--- config.mk ---
export PLATFORM = sky130hd
export DESIGN_NAME = refresh_sched
export DESIGN_NICKNAME = d
export VERILOG_FILES = /design/src/rtl/refsched_pkg.sv /design/src/rtl/refsched_timer.sv /design/src/rtl/refsched_debt.sv /design/src/rtl/refsched_hold.sv /design/src/rtl/refresh_sched.sv
export SDC_FILE = /design/constraint.sdc
export NUM_CORES = 1
export LEC_CHECK = 0
export ABC_AREA = 0
export BUFFER_PORTS_ARGS = -buffer_cell sky130_fd_sc_hd__buf_2
export CORE_MARGIN = 8
export CORE_UTILIZATION = 30
export CTS_BUF_LIST = sky130_fd_sc_hd__clkbuf_8 sky130_fd_sc_hd__clkbuf_16
export DETAILED_ROUTE_END_ITERATION = 7
export PLACE_DENSITY = 0.44
export REMOVE_ABC_BUFFERS = 1
export SLEW_MARGIN = 10
export SYNTH_ARGS = -nofsm -noshare
export SYNTH_HDL_FRONTEND = slang
export SYNTH_SLANG_ARGS = --single-unit
--- constraint.sdc ---
create_clock -name clk -period 6.95 [get_ports clk]
set_input_delay 1.0425 -clock clk [delete_from_list [all_inputs] [get_ports clk]]
set_output_delay 1.0425 -clock clk [all_outputs]
set_load 0.01 [all_outputs]
--- src/rtl/refsched_pkg.sv ---
package refsched_pkg;
  // Command code bit order: {cs_n, ras_n, cas_n, we_n}
  typedef logic [3:0] dram_cmd_t;
  localparam dram_cmd_t CMD_NOP     = 4'b0111;
  localparam dram_cmd_t CMD_REFRESH = 4'b0001;
endpackage

--- src/rtl/refsched_timer.sv ---
module refsched_timer #(
  parameter int unsigned PERIOD = 1560
) (
  input  logic clk,
  input  logic rst,
  output logic tick
);
  localparam int unsigned CW = (PERIOD > 1) ? $clog2(PERIOD) : 1;
  localparam logic [CW-1:0] LAST = CW'(PERIOD - 1);

  logic [CW-1:0] cnt_q;

  always_ff @(posedge clk) begin
    if (rst)               cnt_q <= '0;
    else if (cnt_q == LAST) cnt_q <= '0;
    else                   cnt_q <= cnt_q + 1'b1;
  end

  assign tick = (cnt_q == LAST);
endmodule

--- src/rtl/refsched_debt.sv ---
module refsched_debt #(
  parameter int unsigned POSTPONE_MAX = 8
) (
  input  logic clk,
  input  logic rst,
  input  logic tick,
  input  logic fire,
  output logic owed_nz,
  output logic owed_urgent,
  output logic overflow
);
  localparam int unsigned DEBT_MAX = POSTPONE_MAX + 1;
  localparam int unsigned DW       = $clog2(DEBT_MAX + 1);

  logic [DW-1:0] owed_q, owed_d;
  logic          ovf_q, ovf_d;
  logic          nz_q, urg_q;

  always_comb begin
    owed_d = owed_q;
    ovf_d  = ovf_q;
    case ({tick, fire})
      2'b10: begin
        if (owed_q == DW'(DEBT_MAX)) ovf_d  = 1'b1;
        else                         owed_d = owed_q + 1'b1;
      end
      2'b01:   owed_d = owed_q - 1'b1;
      default: owed_d = owed_q;
    endcase
  end

  always_ff @(posedge clk) begin
    if (rst) begin
      owed_q <= '0;
      ovf_q  <= 1'b0;
      nz_q   <= 1'b0;
      urg_q  <= 1'b0;
    end else begin
      owed_q <= owed_d;
      ovf_q  <= ovf_d;
      nz_q   <= (owed_d != '0);
      urg_q  <= (owed_d >= DW'(POSTPONE_MAX));
    end
  end

  assign owed_nz     = nz_q;
  assign owed_urgent = urg_q;
  assign overflow    = ovf_q;
endmodule

--- src/rtl/refsched_hold.sv ---
module refsched_hold
  import refsched_pkg::*;
#(
  parameter int unsigned TRFC = 15
) (
  input  logic      clk,
  input  logic      rst,
  input  logic      fire,
  output logic      busy,
  output logic      strobe,
  output dram_cmd_t cmd
);
  localparam int unsigned HW = $clog2(TRFC + 1);

  logic [HW-1:0] hcnt_q;
  logic          strobe_q;
  dram_cmd_t     cmd_q;

  always_ff @(posedge clk) begin
    if (rst) begin
      hcnt_q   <= '0;
      strobe_q <= 1'b0;
      cmd_q    <= CMD_NOP;
    end else begin
      strobe_q <= fire;
      cmd_q    <= fire ? CMD_REFRESH : CMD_NOP;
      if (fire)              hcnt_q <= HW'(TRFC);
      else if (hcnt_q != '0) hcnt_q <= hcnt_q - 1'b1;
    end
  end

  assign busy   = (hcnt_q != '0);
  assign strobe = strobe_q;
  assign cmd    = cmd_q;
endmodule

--- src/rtl/refresh_sched.sv ---
module refresh_sched
  import refsched_pkg::*;
#(
  parameter int unsigned INTERVAL_CYC = 1560,
  parameter int unsigned TRFC_CYC     = 15,
  parameter int unsigned POSTPONE_MAX = 8
) (
  input  logic       clk,
  input  logic       rst,
  input  logic       grant_i,
  input  logic       banks_idle_i,
  output logic       req_o,
  output logic       urgent_o,
  output logic       ref_cmd_o,
  output logic [3:0] cmd_o,
  output logic       busy_o,
  output logic       overflow_o
);
  logic      tick, fire, owed_nz, owed_urgent, busy;
  dram_cmd_t cmd;

  refsched_timer #(.PERIOD(INTERVAL_CYC)) timer_i (
    .clk(clk), .rst(rst), .tick(tick)
  );

  refsched_debt #(.POSTPONE_MAX(POSTPONE_MAX)) debt_i (
    .clk(clk), .rst(rst), .tick(tick), .fire(fire),
    .owed_nz(owed_nz), .owed_urgent(owed_urgent), .overflow(overflow_o)
  );

  refsched_hold #(.TRFC(TRFC_CYC)) hold_i (
    .clk(clk), .rst(rst), .fire(fire),
    .busy(busy), .strobe(ref_cmd_o), .cmd(cmd)
  );

  assign req_o    = owed_nz & ~busy;
  assign urgent_o = owed_urgent & ~busy;
  assign fire     = req_o & grant_i & banks_idle_i;
  assign busy_o   = busy;
  assign cmd_o    = cmd;
endmodule

==> results by group <==
Status
  • Status: finished clean

Worst setup path
  • CP Class: reg -> reg
  • Critical path peak fanout: 11
  • CP required: 7.09 ns
  • Worst Path Arrival: 2.83 ns
  • CP Launch Type: register
  • Launching point of the worst reg2reg path: hold_i.hcnt_q[0]
  • RR Endpoint: debt_i.owed_nz
  • R2r setup slk: ~4.3 ns
  • Reg2Reg Depth: 10
  • Critical Path End Type: register

Power
  • Areal power density over the cells: 252.1 nW/um2
  • Peak VDD IR: 127.4 uV
  • Leakage power: 0.5370 nW

Synth
  • Post-synth EDFFs: 0
  • Synth area leaders: dfxtp_1, ha_1, nor2_1, xnor2_1, a21oi_1
  • Flops & latches, synth: 24
  • Synth Flop Type: dfxtp_1
  • Post-synthesis sequential area ratio: 0.3898
  • Cells after Synth: 138
  • Ys Warns: 0
  • Asr flop ratio synth: 0
  • Area share of the largest cell type after synthesis: 0.3898
  • Syn avg cell area: 8.931 um2
  • Synth Cell Area: 1232 um2
  • Top cell type by total area after synthesis: dfxtp_1
  • Post-synthesis cell type count: 41

Floorplanning
  • Full die area: 6415 um2
  • Die X: about 80 um
  • Core Area: 3971 um2
  • Die Span Y: 80.10 um
  • Io pins: 13
  • Std-Cell Rows: 23
  • Initial Util: 0.3103

Clock tree
  • Worst-path clk slew: about 0.09 ns
  • CTS tree: done
  • Worst skew pair latency: 0.27 ns
  • H-tree lvl count: 1
  • Quantity of gates resized following cts: 0
  • CTS Buffer Depth: 2
  • CTS Root Cell: clkbuf_8
  • Post-CTS Setup Repair Bufs: 0
  • Hold Buf Count CTS: 0
  • TritonCTS Buffers: 3
  • Clock sink count: 24

Global routing
  • Tot GR Track Use: 0.07201
  • Largest net degree at the start of global routing: 15
  • Remaining Overflow, GRT: 0
  • First-pass GRT wire length: 3712 um
  • Initial antenna violation count: 0
  • Vias in the first global route: a little under 900

STA
  • Fin crit share: 0.3874
  • Setup tns final: 0 ns
  • RSZ-0062 raised after global routing: no
  • Fmax: 371.5 MHz
  • Clock Skews: about 0.012 ns
  • Final hold vios: 0
  • Crit path time final: 2.692 ns
  • Final setup violation count: 0
  • Fin. max-slew vios: 0
  • Setup WS post-layout: 4.258 ns

Detailed routing
  • Total number of vias: 911
  • Final WL: about 2200 um
  • Final ANT Viol Nets: 0
  • Starting DRT DRC Count: 56
  • Drt pass-1 iters: 4
  • Routed len/inst: 10.99 um
  • Post-route DRC: 0
  • Vias per cell: between 4 and 5

Layout
  • Commonest non-fill, non-tap cell in the layout: dfxtp_1
  • Most frequent cells in the layout: dfxtp_1, nor2_1, buf_2
  • Fin area: approximately 1400 um2
  • NumNets Final: 159
  • Fraction of layout cells with a size suffix above 1: 0.1438
  • Area growth, synth to finish: 11.78%
  • Antenna Cells: 0

Place
  • Placed Area: ~1300 um2
  • Post-detail-place hpwl: 1643 um
  • Post-Place Setup Slack: 4.223 ns
  • Placer Congestion: 0.7635
  • Port buffer count: 10

Flow run
  • Total of max-cap violations: 0

Hold path
  • Worst Hold Path Cells: 1
  • Worst Hold Class: reg -> reg
  • Worst Hold End: timer_i.cnt_q[0]
  • Min-Delay Startpoint: timer_i.cnt_q[0]
-- how the worst max path moves through the flow --
stage          cells past startpoint  slack [ns]             end              from
5_1_grt                           10        4.01  debt_i.owed_nz  hold_i.hcnt_q[0]
2_1_floorplan                      6        4.51  debt_i.owed_nz           grant_i
3_3_place_gp                       7        4.25  debt_i.owed_nz           grant_i
4_1_cts                           10        4.24  debt_i.owed_nz  hold_i.hcnt_q[0]
3_5_place_dp                       7        4.22  debt_i.owed_nz           grant_i
6_report                          10        4.26  debt_i.owed_nz  hold_i.hcnt_q[0]
-- cell type report --
class / instances / area (um2)
fillers: 435 / 2594
multi-input cells: 100 / 683.2
flip-flops and latches: 24 / 480.5
well taps: 50 / 62.56
repair buffers: 10 / 50.05
clock buffers: 3 / 41.29
clock inverters: 1 / 30.03
inverters: 8 / 30.03
-- per-stage QoR --
step                        util  hold WS (ns)  power [mW]  std cells
after floorplan                -        0.4298      0.2128        132
after global placement    0.3289        0.4507      0.2300        192
after detailed placement  0.3289        0.4541      0.2315        192
after CTS                 0.3469        0.4732      0.3551        196
after global routing      0.3469        0.5234      0.3702        196
final                     0.3469        0.4677      0.3473        196
-- metal layers --
layer	global-route usage	wire [um]	up-vias
met4	0.02727	29	0
li1	-	-	476
met2	0.1229	1027	11
met3	0.02902	120	4
met1	0.07778	976	420
met5	0	0	-
-- registers in the layout, indices dropped and copies added (netlist names) --
signal	cells
debt_i.owed_urgent	1
debt_i.overflow	1
hold_i.cmd	1
hold_i.strobe	1
debt_i.owed_nz	1
debt_i.owed_q	4
hold_i.hcnt_q	4
timer_i.cnt_q	11
-- Yosys cell counts, drive strengths merged (2+ instances only) --
library cell / count
inv: 8
nand2b: 4
nand3: 5
ha: 8
and2: 2
nand2: 8
o31a: 2
nor4b: 2
xnor2: 8
conb: 2
nor2b: 2
a21oi: 6
nor3b: 2
mux2i: 2
nor2: 22
dfxtp: 24
or3: 2
o21ai: 3
xor2: 3
nor3: 3
buf: 5
nor4: 2
-- worst max-delay path: stages (launching register included) --
cell	delay, ns
dfxtp_1	0.31
inv_1	0.10
ha_1	0.18
nor3b_2	0.28
and2_1	0.21
nand3_2	0.17
ha_1	0.46
nand4b_1	0.23
mux2i_1	0.15
a311oi_2	0.33
a41oi_2	0.14
-- report_power, final --
group          internal (mW)  total [mW]  switching [mW]
combinational         0.0317      0.0703          0.0386
clock                 0.0770       0.120          0.0435
sequential             0.149       0.156         0.00780
-- kinds of logic after synthesis --
kind of cell	synth area share
and+or+nand+nor	0.2812
DFF	0.3898
AOI/OAI and AO/OA	0.09137
buffers and inverters	0.05583
xor gates and xnor gates	0.07818
adders and majority gates	0.08122
other	0.006094
muxes	0.01624
Power figures use the tool's default switching activity.
